<file path="config.mk">
export PLATFORM = sky130hd
export DESIGN_NAME = fp_round_integral
export DESIGN_NICKNAME = d
export VERILOG_FILES = /design/src/rtl/fp_rti_pkg.sv /design/src/rtl/rti_unpack.sv /design/src/rtl/rti_core.sv /design/src/rtl/fp_round_integral.sv
export SDC_FILE = /design/constraint.sdc
export NUM_CORES = 1
export LEC_CHECK = 0
export BUFFER_PORTS_ARGS = -buffer_cell sky130_fd_sc_hd__buf_2
export CAP_MARGIN = 0
export CORE_ASPECT_RATIO = 1.5
export CORE_MARGIN = 1.5
export CORE_UTILIZATION = 50
export DETAILED_ROUTE_END_ITERATION = 12
export GPL_TIMING_DRIVEN = 1
export HOLD_SLACK_MARGIN = 0.06
export PLACE_DENSITY = 0.82
export SLEW_MARGIN = 20
export SYNTH_ARGS = -nofsm -noshare
export SYNTH_HDL_FRONTEND = slang
export SYNTH_SLANG_ARGS = --single-unit
</file>
<file path="constraint.sdc">
create_clock -name clk -period 0.8 [get_ports clk]
set_input_delay 0.12 -clock clk [delete_from_list [all_inputs] [get_ports clk]]
set_output_delay 0.12 -clock clk [all_outputs]
set_load 0.01 [all_outputs]
</file>
<file path="src/rtl/fp_rti_pkg.sv">
package fp_rti_pkg;

    localparam int EXP_W   = 8;
    localparam int MAN_W   = 23;
    localparam int FP_W    = 1 + EXP_W + MAN_W;
    localparam int BIAS    = (1 << (EXP_W - 1)) - 1;
    localparam int INT_EXP = BIAS + MAN_W;          // first exponent with no fraction bits
    localparam int FLAG_W  = 5;
    localparam int RM_W    = 3;
    localparam int SH_W    = $clog2(MAN_W + 1);

    localparam int FLG_NV  = 4;
    localparam int FLG_NX  = 0;

    localparam logic [FP_W-1:0] CANON_NAN =
        {1'b0, {EXP_W{1'b1}}, 1'b1, {(MAN_W-1){1'b0}}};

    typedef enum logic [RM_W-1:0] {
        RM_NEAR_EVEN = 3'd0,
        RM_ZERO      = 3'd1,
        RM_DOWN      = 3'd2,
        RM_UP        = 3'd3,
        RM_NEAR_MAX  = 3'd4
    } rnd_mode_e;

    typedef struct packed {
        logic             sign;
        logic [EXP_W-1:0] exp;
        logic [MAN_W-1:0] man;
        logic             is_zero;
        logic             is_inf;
        logic             is_nan;
        logic             is_snan;
        logic             is_big;
        logic             is_frac_only;
    } op_info_t;

    typedef struct packed {
        logic              valid;
        logic [FP_W-1:0]   res;
        logic [FLAG_W-1:0] flags;
    } out_stage_t;

endpackage

</file>
<file path="src/rtl/rti_unpack.sv">
module rti_unpack
    import fp_rti_pkg::*;
(
    input  logic [FP_W-1:0] op,
    output op_info_t        info
);

    logic exp_ones;
    logic exp_none;
    logic man_none;

    always_comb begin
        info.sign = op[FP_W-1];
        info.exp  = op[FP_W-2 -: EXP_W];
        info.man  = op[MAN_W-1:0];

        exp_ones = &info.exp;
        exp_none = ~|info.exp;
        man_none = ~|info.man;

        info.is_zero      = exp_none & man_none;
        info.is_inf       = exp_ones & man_none;
        info.is_nan       = exp_ones & ~man_none;
        info.is_snan      = info.is_nan & ~info.man[MAN_W-1];
        info.is_big       = ~exp_ones & (info.exp >= EXP_W'(INT_EXP));
        info.is_frac_only = ~info.is_zero & (info.exp < EXP_W'(BIAS));
    end

endmodule

</file>
<file path="src/rtl/rti_core.sv">
module rti_core
    import fp_rti_pkg::*;
(
    input  logic             sign,
    input  logic [EXP_W-1:0] exp,
    input  logic [MAN_W-1:0] man,
    input  logic             frac_only,
    input  logic [RM_W-1:0]  rm,
    output logic [FP_W-1:0]  res,
    output logic             inexact
);

    logic [SH_W-1:0]   sh;
    logic [MAN_W:0]    mant;
    logic [MAN_W:0]    one_hot;
    logic [MAN_W:0]    low_mask;
    logic [FP_W-2:0]   trunc;
    logic [FP_W-2:0]   step;
    logic [FP_W-2:0]   mag;
    logic              rbit;
    logic              sticky;
    logic              lsb;
    logic              inc;

    always_comb begin
        // number of fraction bits still inside the significand (1..23)
        sh       = SH_W'(INT_EXP) - exp[SH_W-1:0];
        mant     = {1'b1, man};
        one_hot  = {{MAN_W{1'b0}}, 1'b1} << sh;
        low_mask = one_hot - 1'b1;

        if (frac_only) begin
            // magnitude below one: integer part is zero
            rbit   = (exp == EXP_W'(BIAS - 1));
            sticky = rbit ? (|man) : 1'b1;
            lsb    = 1'b0;
        end else begin
            rbit   = |(mant & (one_hot >> 1));
            sticky = |(mant & (low_mask >> 1));
            lsb    = |(mant & one_hot);
        end

        case (rm)
            RM_NEAR_EVEN: inc = rbit & (sticky | lsb);
            RM_ZERO:      inc = 1'b0;
            RM_DOWN:      inc = sign & (rbit | sticky);
            RM_UP:        inc = ~sign & (rbit | sticky);
            RM_NEAR_MAX:  inc = rbit;
            default:      inc = 1'b0;
        endcase

        trunc = {exp, man} & ~{{EXP_W{1'b0}}, low_mask[MAN_W-1:0]};
        step  = {{(EXP_W-1){1'b0}}, one_hot};

        if (frac_only)
            mag = inc ? {EXP_W'(BIAS), {MAN_W{1'b0}}} : '0;
        else
            mag = trunc + (inc ? step : '0);   // carry may ripple into exponent

        res     = {sign, mag};
        inexact = rbit | sticky;
    end

endmodule

</file>
<file path="src/rtl/fp_round_integral.sv">
module fp_round_integral
    import fp_rti_pkg::*;
(
    input  logic                clk,
    input  logic                rst_n,
    input  logic                in_valid,
    input  logic [FP_W-1:0]     in_op,
    input  logic [RM_W-1:0]     in_rm,
    input  logic                in_exact,
    output logic                out_valid,
    output logic [FP_W-1:0]     out_res,
    output logic [FLAG_W-1:0]   out_flags
);

    op_info_t        info;
    logic [FP_W-1:0] core_res;
    logic            core_inexact;
    logic            mode_bad;
    out_stage_t      st_d;
    out_stage_t      st_q;

    rti_unpack u_unpack (
        .op   (in_op),
        .info (info)
    );

    rti_core u_core (
        .sign      (info.sign),
        .exp       (info.exp),
        .man       (info.man),
        .frac_only (info.is_frac_only),
        .rm        (in_rm),
        .res       (core_res),
        .inexact   (core_inexact)
    );

    always_comb begin
        mode_bad    = in_rm > RM_NEAR_MAX;
        st_d        = st_q;
        st_d.valid  = in_valid;
        if (in_valid) begin
            st_d.flags = '0;
            if (mode_bad) begin
                st_d.res           = CANON_NAN;
                st_d.flags[FLG_NV] = 1'b1;
            end else if (info.is_nan) begin
                st_d.res           = CANON_NAN;
                st_d.flags[FLG_NV] = info.is_snan;
            end else if (info.is_zero || info.is_inf || info.is_big) begin
                st_d.res           = in_op;
            end else begin
                st_d.res           = core_res;
                st_d.flags[FLG_NX] = in_exact & core_inexact;
            end
        end
    end

    always_ff @(posedge clk or negedge rst_n) begin
        if (!rst_n) st_q <= '0;
        else        st_q <= st_d;
    end

    assign out_valid = st_q.valid;
    assign out_res   = st_q.res;
    assign out_flags = st_q.flags;

endmodule

</file>
==> metrics.txt, run 1 <==
DP Wirelength 18700 um; Max clock buf depth 2; Clock Tree Root clkbuf_16; GRT overflow 88; dpl ws -4.38 ns; post-synthesis sequential area ratio 17.9%; Err [ERROR GRT-0116] Global routing finished with congestion. Check the congestion regions in the DRC Viewer.; GRT Total Usage 76.9%; placed inst area 0.00730 mm2; Top FF cell, synth dfrtp_1; routability cong. 1.28; main combinational cell family by area after synthesis compound AO/OA/AOI/OAI gates; IO Pins 77; htree depth 2; asr flop ratio synth 100%; first-pass GRT wire length 61000 um; simple-gate portion of the synthesized area 28.8%; vias in the first global route 9794; CTS Buf Count 5; post-synthesis adder-cell area fraction 6.80%; largest net degree at the start of global routing 36; Seq cells post-synth 35; Chip Width 83.8 um; post-synthesis cell type count 77; Die Y 124 um; EDFF count, synth 0; I/O Buffers 73; Post-Synth XOR/XNOR Area 2.51%; Ys Warns 0; post-synthesis compound-gate area fraction 32.5%; Core Rows 44; initial core utilization 51.1%; Fail Step global routing (5_1_grt); status stopped before the end; Mapped Area 0.00489 mm2; cell count after synthesis 669; clock sink count 35; mux share of post-synthesis cell area 3.14%; Mean Syn Cell Area 7.32 um2
## cell usage after synthesis (all sizes together) (15+ instances only)
cell,count,area [um2]
a21oi,46,230
nor2,53,206
ha,25,313
o2bb2ai,19,166
nor4,15,109
buf,34,223
o21ai,36,180
clkbuf,18,68.8
nand3,19,95.1
dfrtp,35,876
nand2,54,203
inv,30,113
nor3,38,195
## logic make-up after synthesis
group                    count (synthesis)
multiplexers                            15
buffers and inverters                   83
adder cells (fa/ha/maj)                 26
other                                    1
flip-flops                              35
AO/OA/AOI/OAI                          228
AND/OR/NAND/NOR                        267
XOR/XNOR                                14
## layer usage
metal,overflow,global-route usage [%]
met5,0,13.6
met1,0,77.4
met3,2,55.6
met4,45,82.3
met2,41,96.0
## metrics by stage
step | hold slack, ns | std cells | setup TNS, ns | util (%)
after CTS | 0.171 | 1135 | -109.65 | 90.8
after detailed placement | 0.0920 | 1070 | -124.70 | 76.2
after global placement | 0.0841 | 1070 | -116.44 | 76.2
after floorplan | -0.176 | 671 | -105.15 | -
## repair_timing
action	CTS
gates cloned	2
hold endpoints to repair	35
pin swaps	80
resized for setup	164
hold buffers	1
setup buffers	58
endpoints found under the setup margin	69
==> run 2: changes to the inputs <==
CORE_ASPECT_RATIO = not set   (was 1.5)
CORE_UTILIZATION = 35   (was 50)
HOLD_SLACK_MARGIN = not set   (was 0.06)
PLACE_DENSITY = not set   (was 0.82)
PLACE_DENSITY_LB_ADDON = 0.15   (was not set)
clock period = 1 ns   (was 0.8 ns; I/O delays follow)
==> run 2 against run 1 <==
The flow now finishes, with violations (setup timing). Synthesized area unchanged. Synthesized cell count unchanged.
==> metrics.txt, run 2 <==
status finished with violations; failing checks setup timing; fin crit share 448%; Clock Tree Root clkbuf_16; Max clock buf depth 2 (unchanged); Peak supply drop 0.856 mV; Initial DRC Count 649; Final Core Density 65.2%; max reg flops 32; area grow syn2layout 83.4%; Core Rows 43 (-2.3%); Top FF cell, synth dfrtp_1; GRT overflow 0; clock sink count 35 (unchanged); Seq cells post-synth 35 (unchanged); I/O Buffers 73 (unchanged); WHS Path Cells 2; Critical Path Sink Type register; RSZ-0062 raised after global routing true; Fin. Hold Viols 0; Final Instance Count excl. Fillers 1212; asr flop ratio synth 100% (unchanged); first-pass GRT wire length 40800 um; Area contributors post-synth dfrtp_1 (18%), ha_1 (6.4%), a21oi_1 (4.7%), nand2_1 (4.1%), nor2_1 (4.0%); endpoints failing setup 34; critical path arrival 4.65 ns; post-synthesis cell type count 77 (unchanged); DP Wirelength 20600 um (+10%); Mapped Area 0.00489 mm2 (unchanged); worst-skew pair later-pin latency 0.29 ns; IO Pins 77 (unchanged); placed inst area 0.00745 mm2 (+2.1%); Ys Warns 0 (unchanged); sequential fraction of design power 22.9%; leak pwr 4.20 nW; largest net degree at the start of global routing 36; CTS tree yes; dpl ws -4.15 ns (+0.235 ns); largest area contributor in the netlist dfrtp_1; commonest non-fill, non-tap cell in the layout buf_4; Chip Width 121 um (+45%); vias in the first global route 7283; Residual DRC 0; count leader, synth nand2_1; layout cell share with drive strength beyond 1 53.2%; Power Total 0.00702 W; Slew Limit Fails 0; switching part of the total 35.2%; Req. time, crit path 1.17 ns; Hold Crit Class in2reg; initial core utilization 35.5% (-16 points); Final Net Count 1096; internal reg-to-reg setup slack 0.10 ns; final instance area 0.00898 mm2; pwr/cell area 782 mW/mm2; via/cell ratio 5.93; DR WL/cell 22.2 um; Comb power frac 47.0%; post-synthesis sequential area ratio 17.9% (unchanged); clock power share 30.2%; slack of the critical path -3.48 ns; core area 0.0138 mm2; initial antenna violation count 0; final critical-path required period 4.48 ns; slew margin rel. 57.6%; GRT Total Usage 37.0%; Ant. Diodes 0; Synth top area share 17.9% (unchanged); Clock Skews 0 ns; placed cells 1141 (+6.6%); worst-path maximum fanout 4; commonest non-fill, non-tap cells in the layout buf_4 (295), buf_2 (68), nand2_1 (48); Switch Pwr 0.00247 W; Die ar. 0.0147 mm2; cell count after synthesis 669 (unchanged); P_int 0.00454 W; Post-synth top cells nand2_1 (54), nor2_1 (52), a21oi_1 (46); Post-Route WL 26900 um; via count 7183; depth of the worst register-to-register path 3; crit path launch type input pin; R2R Path End out_res[26]; Die Y 121 um (-2.4%); CTS Buf Count 5 (unchanged); Mean Syn Cell Area 7.32 um2 (unchanged); Maximum Capacitance Violations 0; Hold Startpoint in_valid; routability cong. 1.01 (-21%); achievable frequency 223 MHz; Antenna Nets Post-Route 0; Worst-Margin Slew 0.630 ns; Worst Hold End out_valid; Reg2Reg Launch Point out_res[26]; clock transition at the registers of the reported paths 0.06 ns; EDFF count, synth 0 (unchanged); Setup CP Type in2reg; TritonRoute pass-1 iters 7; htree depth 2 (unchanged)
## run 2: cell counts after synthesis
Identical to the previous run, type by type.
## run 2: routing by layer
metal	global-route usage, %	vias up	routed length (um)
li1	-	3261	-
met1	48.1	3460	11300
met2	57.7	379	11900
met3	7.66	83	2330
met4	19.1	0	1370
met5	0	-	0
## run 2: final cells by class
class / count / area, um2
fill: 1212 / 4790
multi-input combinational: 553 / 4420
timing repair buffer: 405 / 3150
sequential: 35 / 876
tap: 180 / 225
clock buffer: 6 / 129
inverter: 31 / 121
clock inverter: 2 / 60.1
## run 2: critical path: stages
cell and delay, ns:
buf_6 0.10, nor3b_4 0.15, buf_4 0.14, a32o_1 0.25
a311o_1 0.31, or4_4 0.55, a31o_4 0.27, o41a_1 0.15
nor2_4 0.22, buf_6 0.13, nor3_1 0.05, ha_1 0.35
and4_4 0.24, or4b_4 0.48, a211oi_4 0.28, o41ai_4 0.15
a21oi_4 0.28, buf_6 0.13, mux2i_1 0.18, o22ai_1 0.08
## run 2: kinds of logic after synthesis
family | Yosys count | share of synthesized area [%]
other | 1 | 0.0766
buffers and inverters | 83 | 8.33
xor gates and xnor gates | 14 | 2.50
muxes | 15 | 3.14
DFF | 35 | 17.9
adders and majority gates | 26 | 6.80
and+or+nand+nor | 267 | 28.8
AOI/OAI and AO/OA | 228 | 32.5
## run 2: how the worst max path moves through the flow
| stage | from | to | cells after the start |
|---|---|---|---|
| after CTS | in_op[26] | out_res[26] | 24 |
| after floorplan | in_op[24] | out_res[28] | 26 |
| after global placement | in_op[24] | out_res[24] | 22 |
| after global routing | in_op[24] | out_res[26] | 23 |
| after detailed placement | in_op[24] | out_res[26] | 22 |
| final | in_op[25] | out_res[26] | 20 |
## run 2: power groups by stage
stage          clock [W]  sequential, W  combinational (W)
6_report         0.00212        0.00160            0.00330
3_5_place_dp           0        0.00163            0.00266
4_1_cts          0.00215        0.00160            0.00313
2_1_floorplan          0        0.00168            0.00118
3_3_place_gp           0        0.00162            0.00266
5_1_grt          0.00220        0.00162            0.00348
## run 2: through the flow
step	hold WS, ns	TNS, ns
floorplan	-0.146	-99.37
global placement	0.121	-111.76
detailed placement	0.129	-113.57
CTS	0.122	-94.77
global route	0.151	-102.88
finish	0.134	-97.11
## run 2: repair_timing
action	CTS	global route
gates cloned	2	0
hold buffers	1	0
resized for setup	151	33
setup buffers	53	13
hold endpoints to repair	35	0
setup endpoints to repair	35	42
pin swaps	54	28
(Power assumes the default switching activity.)
==> run 3: changes to the inputs <==
--- a/config.mk
+++ b/config.mk
@@ -10,3 +10,3 @@
 export CORE_MARGIN = 1.5
-export CORE_UTILIZATION = 35
+export CORE_UTILIZATION = 50
 export DETAILED_ROUTE_END_ITERATION = 12
@@ -17,2 +17,3 @@
 export SYNTH_HDL_FRONTEND = slang
+export SYNTH_HIERARCHICAL = 1
 export SYNTH_SLANG_ARGS = --single-unit
==> constraint.sdc (replaced) <==
create_clock -name clk -period 1 [get_ports clk]
set_input_delay 0.2 -clock clk [delete_from_list [all_inputs] [get_ports clk]]
set_output_delay 0.2 -clock clk [all_outputs]
set_load 0.01 [all_outputs]
==> run 3 against run 2 <==
The run still ends with setup timing left. Synthesized cell count up 11%. Worst hold slack gained 0.020 ns. Count of clock-buffer cells in the layout is 1 lower. Largest cell class unchanged.
==> metrics.txt, run 3 <==
status finished with violations; failing checks setup timing; Final TNS setup -111.96 ns (-14.85 ns); slack of the critical path -3.96 ns (-0.485 ns); Slew Limit Fails 0 (unchanged); via/cell ratio 6.25 (+5.5%); Multi-input gate area 0.00454 mm2 (+2.7%); Req. time, crit path 1.23 ns (+0.06 ns); crit-path max cell delay 0.44 ns (-0.11 ns); count leader, synth nand2_1; largest area contributor in the netlist dfrtp_1; register area 876 um2 (unchanged); Clock Tree Root clkbuf_8; slew margin rel. 49.0% (-8.6 points); core area 0.0108 mm2 (-22%); area grow syn2layout 57.6%; EDFF count, synth 0 (unchanged); Area contributors post-synth dfrtp_1 (16%), buf_4 (6.1%), ha_1 (5.7%), mux2i_1 (5.4%), nand2_1 (4.3%); commonest non-fill, non-tap cell in the layout buf_4; endpoints failing setup 64 (+88%); crit path launch type input pin; Initial DRC Count 759 (+17%); GRT overflow 0 (unchanged); Final Core Density 80.8% (+16 points); cell count after synthesis 741 (+11%); Seq cells post-synth 35 (unchanged); Worst-Margin Slew 0.758 ns (+0.128 ns); Top FF cell, synth dfrtp_1; Post-Route WL 25800 um (-4.0%); Synth top area share 15.8% (-2.1 points); GRT Total Usage 39.9% (+2.9 points); routability cong. 0.995 (-1.7%); slowest CP cell a2111o_1; CP Launch Point in_op[26]; Crit path top cell by count nand2_1; via count 7321 (+1.9%); depth of the worst register-to-register path 4 (+1); final instance area 0.00872 mm2 (-2.9%); fin crit share 496% (+49 points); placed inst area 0.00750 mm2 (+0.67%); Mean Syn Cell Area 7.46 um2 (+2.0%); dpl ws -4.27 ns (-0.120 ns); Critical Path Sink Type register; Die ar. 0.0117 mm2 (-20%); first-pass GRT wire length 35700 um (-12%); Core Rows 38 (-12%); final critical-path required period 4.96 ns (+0.485 ns); DR WL/cell 22.1 um (-0.68%); Chip Width 108 um (-11%); asr flop ratio synth 100% (unchanged); initial core utilization 51.3% (+16 points); CTS tree yes; leak pwr 4.10 nW (-2.5%); Ant. Diodes 0 (unchanged); commonest non-fill, non-tap cells in the layout buf_4 (265), nand2_1 (61), buf_2 (58); largest net degree at the start of global routing 36 (unchanged); Max clock buf depth 2 (unchanged); Residual DRC 0 (unchanged); R2R Path End out_res[25]; Reg2Reg Launch Point out_res[25]; Antenna Nets Post-Route 0 (unchanged); critical path arrival 5.19 ns (+0.54 ns); CTS Buf Count 5 (unchanged); pwr/cell area 714 mW/mm2 (-8.7%); TritonRoute pass-1 iters 7 (unchanged); # fillers 701 (-42%); htree depth 2 (unchanged); post-synthesis sequential area ratio 15.8% (-2.1 points); worst-skew pair later-pin latency 0.30 ns (about the same); layout cell share with drive strength beyond 1 48.2% (-5.0 points); worst-path maximum fanout 16 (+12); max reg flops 32 (unchanged); Final Net Count 1095 (-0.091%); Peak supply drop 0.778 mV (-9.1%); IO Pins 77 (unchanged); internal reg-to-reg setup slack 0.07 ns (-0.03 ns); clock transition at the registers of the reported paths 0.09 ns (+0.03 ns); Die Y 108 um (-11%); Maximum Capacitance Violations 0 (unchanged); clock sink count 35 (unchanged); Clock Skews 0 ns (unchanged); Setup CP Type in2reg; Bufs and invs on worst path 5 (+1); I/O Buffers 73 (unchanged); Critical Path End out_res[23]; initial antenna violation count 0 (unchanged); Mapped Area 0.00553 mm2 (+13%); Hold Startpoint in_op[26]; Ys Warns 6 (+6); RSZ-0062 raised after global routing true; critical path depth 25 (+25%); CP delay by family, top compound AO/OA/AOI/OAI gates; vias in the first global route 6848 (-6.0%); Post-synth top cells nand2_1 (64), nor2_1 (63), buf_4 (45); post-synthesis cell type count 79 (+2.6%); DP Wirelength 18400 um (-10%); Fin. Hold Viols 0 (unchanged); Hold Crit Class in2reg; achievable frequency 202 MHz (-9.8%)
run 3: timing repair:
action / in CTS / in global routing
buffers inserted: 26 / 22
setup endpoints to repair: 67 / 69
cloned: 2 / 0
hold endpoints to repair: 35 / 0
pin swaps: 46 / 63
hold buffers: 1 / 0
resized for setup: 64 / 65
run 3: area by class of cell:
| cell class | count | share of cell area [%] |
|---|---|---|
| inverter | 43 | 1.88 |
| clock buffer | 5 | 0.789 |
| clock inverter | 3 | 0.502 |
| timing repair buffer | 362 | 32.7 |
| sequential | 35 | 10.0 |
| multi-input combinational | 583 | 52.0 |
| tap | 140 | 2.01 |
run 3: worst min-delay path, cell delays in order:
cell and delay, ns:
buf_6 0.10, nand2_1 0.05, a31oi_1 0.08
run 3: per-stage QoR:
step,total power (W),cells,hold slack [ns]
2_1_floorplan,0.00312,743,-0.0956
3_3_place_gp,0.00427,1113,0.167
3_5_place_dp,0.00433,1113,0.172
4_1_cts,0.00588,1150,0.149
5_1_grt,0.00646,1171,0.178
6_report,0.00622,1171,0.154
run 3: logic make-up after synthesis:
family	share of synthesized area, %
buffers and inverters	13.1
DFF	15.8
and+or+nand+nor	28.9
AOI/OAI and AO/OA	25.1
xor gates and xnor gates	4.59
other	0.0678
muxes	6.45
adders and majority gates	6.02
run 3: how the worst min path moves through the flow:
| stage | end | slack (ns) | depth (start not counted) |
|---|---|---|---|
| final | out_res[26] | 0.15 | 3 |
| after global routing | out_flags[4] | 0.18 | 2 |
| after CTS | out_res[26] | 0.15 | 3 |
| after detailed placement | out_res[4] | 0.17 | 2 |
| after global placement | out_res[3] | 0.17 | 2 |
| after floorplan | out_flags[0] | -0.1 | 0 |
run 3: power breakdown:
| part | switching (W) | internal [W] | total, W |
|---|---|---|---|
| clock | 0.000581 | 0.000743 | 0.00132 |
| combinational | 0.00172 | 0.00155 | 0.00327 |
| sequential | 0.0000810 | 0.00155 | 0.00163 |
| total | 0.00238 | 0.00384 | 0.00622 |
run 3: per-layer routing:
| metal | wire length, um | up-vias | GRT usage [%] |
|---|---|---|---|
| li1 | - | 3257 | - |
| met1 | 10100 | 3482 | 51.5 |
| met2 | 12000 | 486 | 65.9 |
| met3 | 2470 | 96 | 5.97 |
| met4 | 1270 | 0 | 17.7 |
| met5 | 0 | - | 0 |
==> run 4: changes to the inputs <==
CAP_MARGIN = not set   (was 0)
SYNTH_HIERARCHICAL = not set   (was 1)
==> run 4 against run 3 <==
The run now fails in global routing (5_1_grt). Synthesized cell count fell by 9.7%. Synthesized area fell by 12%.
==> metrics.txt, run 4 <==
status stopped before the end; Fail Step global routing (5_1_grt); Err [ERROR GRT-0116] Global routing finished with congestion. Check the congestion regions in the DRC Viewer.; Chip Width 102 um (-5.8%); Synth top area share 17.9% (+2.1 points); first-pass GRT wire length 63900 um; Top FF cell, synth dfrtp_1; count leader, synth nand2_1; post-synthesis adder-cell area fraction 6.80% (+0.78 points); Mapped Area 0.00489 mm2 (-12%); Area contributors post-synth dfrtp_1 (18%), ha_1 (6.4%), a21oi_1 (4.7%), nand2_1 (4.1%), nor2_1 (4.0%); initial core utilization 52.2% (+0.98 points); Mean Syn Cell Area 7.32 um2 (-2.0%); Max clock buf depth 2 (unchanged); Ys Warns 0 (-6); I/O Buffers 73 (unchanged); clock sink count 35 (unchanged); CTS Buf Count 5 (unchanged); Post-Synth XOR/XNOR Area 2.51% (-2.1 points); DP Wirelength 18200 um (-1.3%); largest area contributor in the netlist dfrtp_1; Seq cells post-synth 35 (unchanged); simple-gate portion of the synthesized area 28.8% (-0.10 points); post-synthesis sequential area ratio 17.9% (+2.1 points); Core Rows 35 (-7.9%); Die Y 102 um (-5.8%); main combinational cell family by area after synthesis compound AO/OA/AOI/OAI gates; mux share of post-synthesis cell area 3.14% (-3.3 points); post-synthesis compound-gate area fraction 32.5% (+7.4 points); Post-synth top cells nand2_1 (54), nor2_1 (52), a21oi_1 (46); Clock Tree Root clkbuf_8; largest net degree at the start of global routing 36; vias in the first global route 10.6k; post-synthesis cell type count 77 (-2.5%); GRT overflow 135; GRT Total Usage 81.6%; IO Pins 77 (unchanged); asr flop ratio synth 100% (unchanged); cell count after synthesis 669 (-9.7%); htree depth 2 (unchanged); routability cong. 1.09 (+9.6%); EDFF count, synth 0 (unchanged); placed inst area 0.00726 mm2 (-3.1%)
-- run 4: cell count changes after synthesis, sizes merged, moves of 7 or more --
| cell | previous run | this run |
|---|---|---|
| buf | 71 | 34 |
| mux2i | 30 | 12 |
| o2bb2ai | 1 | 19 |
| o22ai | 27 | 14 |
| inv | 42 | 30 |
| xor2 | 15 | 4 |
| nand2 | 64 | 54 |
| nor2 | 63 | 53 |
| a21oi | 38 | 46 |
| clkbuf | 11 | 18 |
| or2 | 2 | 9 |
-- run 4: what timing repair did --
item | 4_1_cts
hold endpoints to repair | 35
cloned | 5
hold buffers | 1
endpoints found under the setup margin | 69
resized for setup | 189
setup buffers | 97
pin swaps | 62
-- run 4: stage by stage --
| step | worst slack [ns] | instances |
|---|---|---|
| 3_3_place_gp | -4.05 | 1074 |
| 3_5_place_dp | -4.08 | 1074 |
| 2_1_floorplan | -3.75 | 671 |
| 4_1_cts | -3.33 | 1181 |
-- run 4: kinds of logic after synthesis --
family | after synthesis
buffers and inverters | 83
other | 1
and+or+nand+nor | 267
muxes | 15
adders and majority gates | 26
xor gates and xnor gates | 14
AOI/OAI and AO/OA | 228
DFF | 35
-- run 4: layer usage --
layer	GRT usage [%]	GRT overflow
met3	65.9	3
met5	23.1	0
met4	91.7	68
met2	99.2	64
met1	78.0	0
